<file path="src/rtl/cache_split_pkg.sv">
package cache_split_pkg;
  typedef enum logic [1:0] {
    OP_INV   = 2'd0,
    OP_CLEAN = 2'd1,
    OP_FLUSH = 2'd2
  } maint_op_e;

  typedef enum logic [2:0] {
    K_LINE_CI = 3'd0,
    K_CLN_S   = 3'd1,
    K_CLN_E   = 3'd2,
    K_INV_S   = 3'd3,
    K_INV_E   = 3'd4,
    K_BAR     = 3'd5
  } cmd_kind_e;

  typedef enum logic [2:0] {
    S_IDLE, S_HEAD, S_TAIL, S_CS, S_CE, S_IS, S_IE, S_BAR
  } split_state_e;
endpackage

</file>
<file path="src/rtl/csplit_prep.sv">
module csplit_prep
  import cache_split_pkg::*;
#(
  parameter int AW         = 32,
  parameter int LINE_BYTES = 32
) (
  input  logic [1:0]    op_i,
  input  logic [AW-1:0] start_i,
  input  logic [AW-1:0] end_i,
  input  logic          wt_i,
  output logic          head_need_o,
  output logic          tail_need_o,
  output logic [AW-1:0] head_addr_o,
  output logic [AW-1:0] tail_addr_o,
  output logic [AW:0]   cur_o,
  output logic [AW:0]   lim_o,
  output logic          cln_o,
  output logic          inv_o
);
  localparam int EW = AW + 1;
  localparam int LG = $clog2(LINE_BYTES);
  localparam logic [AW:0] LMASK = EW'(LINE_BYTES - 1);

  logic          inv_only;
  logic [AW:0]   s_dn, e_dn, e_up;

  always_comb begin
    inv_only    = (op_i == OP_INV);
    s_dn        = {1'b0, start_i} & ~LMASK;
    e_dn        = {1'b0, end_i} & ~LMASK;
    e_up        = ({1'b0, end_i} + LMASK) & ~LMASK;
    head_need_o = inv_only && (|start_i[LG-1:0]);
    tail_need_o = inv_only && (|end_i[LG-1:0]);
    head_addr_o = s_dn[AW-1:0];
    tail_addr_o = e_dn[AW-1:0];
    cur_o       = head_need_o ? s_dn + EW'(LINE_BYTES) : s_dn;
    lim_o       = inv_only ? e_dn : e_up;
    cln_o       = !inv_only && !wt_i;
    inv_o       = (op_i != OP_CLEAN);
  end
endmodule

</file>
<file path="src/rtl/csplit_chunk.sv">
module csplit_chunk #(
  parameter int AW         = 32,
  parameter int LINE_BYTES = 32,
  parameter int MAX_BYTES  = 1024,
  parameter int PAGE_BYTES = 4096
) (
  input  logic [AW:0] cur_i,
  input  logic [AW:0] lim_i,
  output logic [AW:0] chunk_end_o,
  output logic [AW:0] last_line_o,
  output logic        work_o,
  output logic        more_o
);
  localparam int EW = AW + 1;

  logic [AW:0] by_max, by_page, cap;

  always_comb begin
    by_max      = cur_i + EW'(MAX_BYTES);
    by_page     = (cur_i | EW'(PAGE_BYTES - 1)) + EW'(1);
    cap         = (by_max < by_page) ? by_max : by_page;
    chunk_end_o = (lim_i < cap) ? lim_i : cap;
    last_line_o = chunk_end_o - EW'(LINE_BYTES);
    work_o      = cur_i < lim_i;
    more_o      = chunk_end_o < lim_i;
  end
endmodule

</file>
<file path="src/rtl/csplit_cmd_mux.sv">
module csplit_cmd_mux
  import cache_split_pkg::*;
#(
  parameter int AW = 32
) (
  input  split_state_e  state_i,
  input  logic [AW-1:0] head_addr_i,
  input  logic [AW-1:0] tail_addr_i,
  input  logic [AW-1:0] cur_i,
  input  logic [AW-1:0] last_i,
  output logic          valid_o,
  output logic [2:0]    kind_o,
  output logic [AW-1:0] addr_o
);
  always_comb begin
    valid_o = (state_i != S_IDLE);
    kind_o  = K_BAR;
    addr_o  = '0;
    unique case (state_i)
      S_HEAD:  begin kind_o = K_LINE_CI; addr_o = head_addr_i; end
      S_TAIL:  begin kind_o = K_LINE_CI; addr_o = tail_addr_i; end
      S_CS:    begin kind_o = K_CLN_S;   addr_o = cur_i;       end
      S_CE:    begin kind_o = K_CLN_E;   addr_o = last_i;      end
      S_IS:    begin kind_o = K_INV_S;   addr_o = cur_i;       end
      S_IE:    begin kind_o = K_INV_E;   addr_o = last_i;      end
      default: begin kind_o = K_BAR;     addr_o = '0;          end
    endcase
  end
endmodule

</file>
<file path="src/rtl/cache_range_splitter.sv">
module cache_range_splitter
  import cache_split_pkg::*;
#(
  parameter int AW         = 32,
  parameter int LINE_BYTES = 32,
  parameter int MAX_BYTES  = 1024,
  parameter int PAGE_BYTES = 4096
) (
  input  logic          clk_i,
  input  logic          rst_ni,
  input  logic          req_valid_i,
  input  logic [1:0]    req_op_i,
  input  logic [AW-1:0] req_start_i,
  input  logic [AW-1:0] req_end_i,
  input  logic          wt_override_i,
  output logic          req_ready_o,
  output logic          cmd_valid_o,
  output logic [2:0]    cmd_kind_o,
  output logic [AW-1:0] cmd_addr_o,
  input  logic          cmd_ack_i,
  output logic          done_o
);
  localparam int LG = $clog2(LINE_BYTES);
  localparam int PG = $clog2(PAGE_BYTES);

  split_state_e  state_q, state_d;
  logic [AW-1:0] head_addr_q, tail_addr_q;
  logic [AW:0]   cur_q, lim_q;
  logic          tail_q, cln_q, inv_q, done_q;

  logic          p_head, p_tail, p_cln, p_inv;
  logic [AW-1:0] p_head_addr, p_tail_addr;
  logic [AW:0]   p_cur, p_lim;
  logic [AW:0]   chunk_end, last_line;
  logic          work, more, accept;

  csplit_prep #(.AW(AW), .LINE_BYTES(LINE_BYTES)) u_prep (
    .op_i(req_op_i), .start_i(req_start_i), .end_i(req_end_i), .wt_i(wt_override_i),
    .head_need_o(p_head), .tail_need_o(p_tail),
    .head_addr_o(p_head_addr), .tail_addr_o(p_tail_addr),
    .cur_o(p_cur), .lim_o(p_lim), .cln_o(p_cln), .inv_o(p_inv)
  );

  csplit_chunk #(.AW(AW), .LINE_BYTES(LINE_BYTES), .MAX_BYTES(MAX_BYTES),
                 .PAGE_BYTES(PAGE_BYTES)) u_chunk (
    .cur_i(cur_q), .lim_i(lim_q), .chunk_end_o(chunk_end),
    .last_line_o(last_line), .work_o(work), .more_o(more)
  );

  csplit_cmd_mux #(.AW(AW)) u_mux (
    .state_i(state_q), .head_addr_i(head_addr_q), .tail_addr_i(tail_addr_q),
    .cur_i(cur_q[AW-1:0]), .last_i(last_line[AW-1:0]),
    .valid_o(cmd_valid_o), .kind_o(cmd_kind_o), .addr_o(cmd_addr_o)
  );

  function automatic split_state_e pick(input logic w, input logic c, input logic i);
    if (w && c)      return S_CS;
    else if (w && i) return S_IS;
    else             return S_BAR;
  endfunction

  assign req_ready_o = (state_q == S_IDLE);
  assign accept      = req_ready_o && req_valid_i;
  assign done_o      = done_q;

  always_comb begin
    state_d = state_q;
    unique case (state_q)
      S_IDLE: if (accept) begin
        if (p_head)      state_d = S_HEAD;
        else if (p_tail) state_d = S_TAIL;
        else             state_d = pick(p_cur < p_lim, p_cln, p_inv);
      end
      S_HEAD: if (cmd_ack_i) state_d = tail_q ? S_TAIL : pick(work, cln_q, inv_q);
      S_TAIL: if (cmd_ack_i) state_d = pick(work, cln_q, inv_q);
      S_CS:   if (cmd_ack_i) state_d = S_CE;
      S_CE:   if (cmd_ack_i) state_d = inv_q ? S_IS : pick(more, cln_q, inv_q);
      S_IS:   if (cmd_ack_i) state_d = S_IE;
      S_IE:   if (cmd_ack_i) state_d = pick(more, cln_q, inv_q);
      S_BAR:  if (cmd_ack_i) state_d = S_IDLE;
      default: state_d = S_IDLE;
    endcase
  end

  always_ff @(posedge clk_i or negedge rst_ni) begin
    if (!rst_ni) begin
      state_q     <= S_IDLE;
      head_addr_q <= '0;
      tail_addr_q <= '0;
      cur_q       <= '0;
      lim_q       <= '0;
      tail_q      <= 1'b0;
      cln_q       <= 1'b0;
      inv_q       <= 1'b0;
      done_q      <= 1'b0;
    end else begin
      state_q <= state_d;
      done_q  <= (state_q == S_BAR) && cmd_ack_i;
      if (accept) begin
        head_addr_q <= p_head_addr;
        tail_addr_q <= p_tail_addr;
        cur_q       <= p_cur;
        lim_q       <= p_lim;
        tail_q      <= p_tail;
        cln_q       <= p_cln;
        inv_q       <= p_inv;
      end else if (cmd_ack_i && ((state_q == S_IE) || (state_q == S_CE && !inv_q))) begin
        cur_q <= chunk_end;
      end
    end
  end

  // idle means no command on the port
  p_idle_quiet_r10: assert property (@(posedge clk_i) disable iff (!rst_ni)
    req_ready_o |-> !cmd_valid_o);

  p_line_aligned_r2: assert property (@(posedge clk_i) disable iff (!rst_ni)
    (cmd_valid_o && cmd_kind_o != K_BAR) |-> (cmd_addr_o[LG-1:0] == '0));

  // range end inside the chunk's page and size cap
  p_chunk_cap_r3: assert property (@(posedge clk_i) disable iff (!rst_ni)
    (cmd_valid_o && (cmd_kind_o == K_CLN_E || cmd_kind_o == K_INV_E)) |->
      (cmd_addr_o >= cur_q[AW-1:0]) &&
      ((cmd_addr_o - cur_q[AW-1:0]) < AW'(MAX_BYTES)) &&
      (cmd_addr_o[AW-1:PG] == cur_q[AW-1:PG]));

  p_clean_pair_r4: assert property (@(posedge clk_i) disable iff (!rst_ni)
    (cmd_valid_o && cmd_ack_i && cmd_kind_o == K_CLN_S) |=>
      (cmd_valid_o && cmd_kind_o == K_CLN_E));

  p_inv_pair_r4: assert property (@(posedge clk_i) disable iff (!rst_ni)
    (cmd_valid_o && cmd_ack_i && cmd_kind_o == K_INV_S) |=>
      (cmd_valid_o && cmd_kind_o == K_INV_E));

  p_hold_r9: assert property (@(posedge clk_i) disable iff (!rst_ni)
    (cmd_valid_o && !cmd_ack_i) |=>
      (cmd_valid_o && $stable(cmd_kind_o) && $stable(cmd_addr_o)));

  p_done_after_bar_r8: assert property (@(posedge clk_i) disable iff (!rst_ni)
    done_o |-> $past(cmd_valid_o && cmd_ack_i && cmd_kind_o == K_BAR));

  p_done_pulse_r8: assert property (@(posedge clk_i) disable iff (!rst_ni)
    done_o |=> !done_o);
endmodule

</file>
<file path="config.mk">
export PLATFORM = sky130hd
export DESIGN_NAME = cache_range_splitter
export DESIGN_NICKNAME = d
export VERILOG_FILES = /design/src/rtl/cache_split_pkg.sv /design/src/rtl/csplit_prep.sv /design/src/rtl/csplit_chunk.sv /design/src/rtl/csplit_cmd_mux.sv /design/src/rtl/cache_range_splitter.sv
export SDC_FILE = /design/constraint.sdc
export NUM_CORES = 1
export LEC_CHECK = 0
export BUFFER_PORTS_ARGS = -buffer_cell sky130_fd_sc_hd__buf_2
export CAP_MARGIN = 10
export CORE_AREA = 3 3 189 191
export CTS_CLUSTER_SIZE = 8
export DETAILED_ROUTE_END_ITERATION = 8
export DIE_AREA = 0 0 192 194
export MAX_ROUTING_LAYER = met4
export PLACE_DENSITY = 0.63
export SLEW_MARGIN = 15
export SYNTH_ARGS = -nofsm -noshare
export SYNTH_HDL_FRONTEND = slang
export SYNTH_SLANG_ARGS = --single-unit
</file>
<file path="constraint.sdc">
create_clock -name clk_i -period 10.4 [get_ports clk_i]
set_input_delay 1.04 -clock clk_i [delete_from_list [all_inputs] [get_ports clk_i]]
set_output_delay 1.04 -clock clk_i [all_outputs]
set_load 0.01 [all_outputs]
</file>
==> impl_metrics.py <==
metrics = {
    "critical_path": {
        "crit_slowest_cell": "or4_1",
        "crit_start": "cur_q[13]",
        "reg2reg_depth": 36,
        "reg2reg_slack_ps": 1280,
        "crit_required_ps": 9360,
        "critPathMaxStageDelay_ps": 610,
        "worstPathMaxFanout": 10,
        "cp-end-kind": "output pin",
        "r2r_start": "cur_q[17]",
        "timing.rr.end": "state_q[1]",
        "endpoint": "cmd_addr_o[31]",
        "criticalPathCategory": "reg -> out",
        "path_common_cell": "ha_1",
        "start_kind": "flip-flop",
        "cp_data_arrival_time_ps": 8700,
    },
    "logic_synthesis": {
        "synth_area_per_cell_um2": 7.68,
        "ys_top_cells_by_area": "dfrtp_1 26%, ha_1 13%, nand2_1 9.9%",
        "synthAdderAreaFrac_pct": 13.4,
        "synth_top_family_by_area": "simple AND/OR/NAND/NOR gates",
        "synth_cells": 1554,
        "ys_ff_latch": 122,
        "synth_nets": 1753,
        "synth-seq-area-share_pct": 25.6,
        "synth_flop_cell": "dfrtp_1",
        "syn-cell-area_mm2": 0.0119,
        "synth.area.mux_share_pct": 3.20,
        "yosys.area_share.simple_pct": 24.5,
        "async_reset_ff_share_pct": 100,
        "yosysUniqueCellTypes": 76,
        "yosysWarnings": 0,
        "synth_edf_count": 0,
        "synth_top_area_share_pct": 25.6,
        "synth.most_common_cell": "nand2_1",
        "synthTopCellsByCount": "314 x nand2_1, 128 x ha_1, 122 x dfrtp_1",
        "yosys.area.top_type": "dfrtp_1",
        "yosys.area_share.xor_xnor_pct": 7.92,
        "synth-compound-area-share_pct": 20.1,
    },
    "route": {
        "firstDrtPassIters": 5,
        "drtAntennaViolNets": 0,
        "vias": 12100,
        "first_iter_violations": 1261,
        "routed_via_density": 5.75,
        "drt-total-wl_um": 42700,
        "routedWlPerCell_um": 20.3,
        "route.detailed.drc": 0,
    },
    "cts": {
        "cts_tree": "done",
        "cts_max_level": 4,
        "clk_pin_slew_ps": 60,
        "hold_buffers": 0,
        "root_buffer": "clkbuf_16",
        "cts_sinks": 122,
        "clockBufferDepth": 2,
        "worstSkewPairLatency_ps": 430,
        "cts_inserted_buffers": 17,
    },
    "placed_design": {
        "place_area_mm2": 0.0130,
        "dpl.hpwl_um": 32700,
        "portBuffers": 108,
        "dp.cells": 2067,
        "gp_congestion": 0.949,
    },
    "grt": {
        "grt_pass1_vias": 11600,
        "grt_pass1_wl_um": 66700,
        "grt_max_degree": 91,
        "grt_util_all_layers_pct": 23.4,
        "antenna_found_initial": 0,
        "grt_overflow": 0,
    },
    "finish": {
        "finalNetCount": 1836,
        "fin_cells": 2105,
        "drive_gt1_share_pct": 14.9,
        "area_growth_pct": 14.5,
        "multiInputGateArea_mm2": 0.00835,
        "n_antenna_cell": 0,
        "seqCellArea_mm2": 0.00305,
        "fill_cells": 3530,
        "final_cell_area_mm2": 0.0137,
    },
    "sta": {
        "rsz0062_at_grt": "false",
        "final_max_slew_viol_count": 0,
        "finalCritPeriodShare_pct": 93.6,
        "tns_ps": 0,
        "worst_slew_pin_slew_ps": 1010,
        "period_minus_slack_ps": 9740,
        "finalHoldViolCount": 0,
        "hold_ws_ps": 472,
        "max_slew_margin_pct": 32.8,
        "fin_skew_ps": 7.61,
        "setup_viol": 0,
        "fmax_mhz": 103,
    },
    "die": {
        "core_area_mm2": 0.0343,
        "die_w_um": 192,
        "dieArea_mm2": 0.0372,
        "dieHeight_um": 194,
        "start_util_pct": 34.8,
        "num_io_pins": 109,
        "rows": 68,
    },
    "run_status": {
        "status": "finished clean",
    },
    "min_path": {
        "min_path_type": "reg -> reg",
    },
    "job": {
        "cap_violations": 0,
    },
}
## repair_timing
action | 4_1_cts | 5_1_grt
buffers inserted | 1 | 5
cloned | 0 | 0
pin swaps | 1 | 3
endpoints found under the setup margin | 12 | 17
gates resized for setup | 4 | 12
## worst max-delay path: cells and delay by family (launching register included)
kind                       cells  cell delay (ps)
DFF                            1              480
AOI/OAI and AO/OA             10             2360
adders and majority gates      4             1160
xor gates and xnor gates       2              480
and+or+nand+nor               13             3420
buffers and inverters          3              360
## per-stage QoR
| step | util, % | worst slack [ps] |
|---|---|---|
| 4_1_cts | 39.6 | 29.4 |
| 3_3_place_gp | 37.8 | 89.8 |
| 3_5_place_dp | 37.8 | -166 |
| 5_1_grt | 39.9 | 22.1 |
| 2_1_floorplan | - | 819 |
| 6_report | 39.9 | 664 |
## cell type report
| type | count | area share, % |
|---|---|---|
| clock buffers | 20 | 3.34 |
| well taps | 455 | 4.16 |
| inverters | 82 | 2.25 |
| multi-input cells | 1270 | 61.1 |
| repair buffers | 144 | 5.95 |
| flip-flops and latches | 122 | 22.3 |
| clock inverters | 12 | 0.906 |
## layout by cell type, fill, tap and decap left out, types with 52 or more instances in the layout
master,count
nand2_1,313
nand3_1,52
dfrtp_1,121
o21ai_0,92
inv_1,80
a22oi_1,55
nor2_1,85
xnor2_1,67
ha_1,128
buf_2,107
a21oi_1,71
## flip-flops by register name, indices dropped and copies added (netlist names)
register and flops:
cur_q 33, lim_q 28, head_addr_q 27, tail_addr_q 27
state_q 3, cln_q 1, done_o 1, inv_q 1
tail_q 1
## cell families after synthesis
group	Yosys count
compound gates	364
xor+xnor	108
fa+ha+maj	128
buf+inv	162
flops	122
mux	34
simple gates	636
## metal layers
layer	up-vias	GRT usage [%]	share of wire (%)
met2	517	34.9	44
met4	0	6.42	2.7
met3	76	2.78	6.2
li1	5705	-	-
met5	-	-	0
met1	5804	33.5	47
## worst min-delay path by stage
stage	start	endpoint	slack [ps]	cells past startpoint
after floorplan	tail_addr_q[10]	tail_addr_q[10]	440	2
after global placement	tail_addr_q[11]	tail_addr_q[11]	460	2
after detailed placement	tail_addr_q[16]	tail_addr_q[16]	460	2
after CTS	tail_addr_q[16]	tail_addr_q[16]	470	2
after global routing	tail_addr_q[16]	tail_addr_q[16]	490	2
final	tail_addr_q[20]	tail_addr_q[20]	470	2
Power is not shown: default switching activity piles up to over one toggle a cycle in this logic, so the estimate is an artifact.
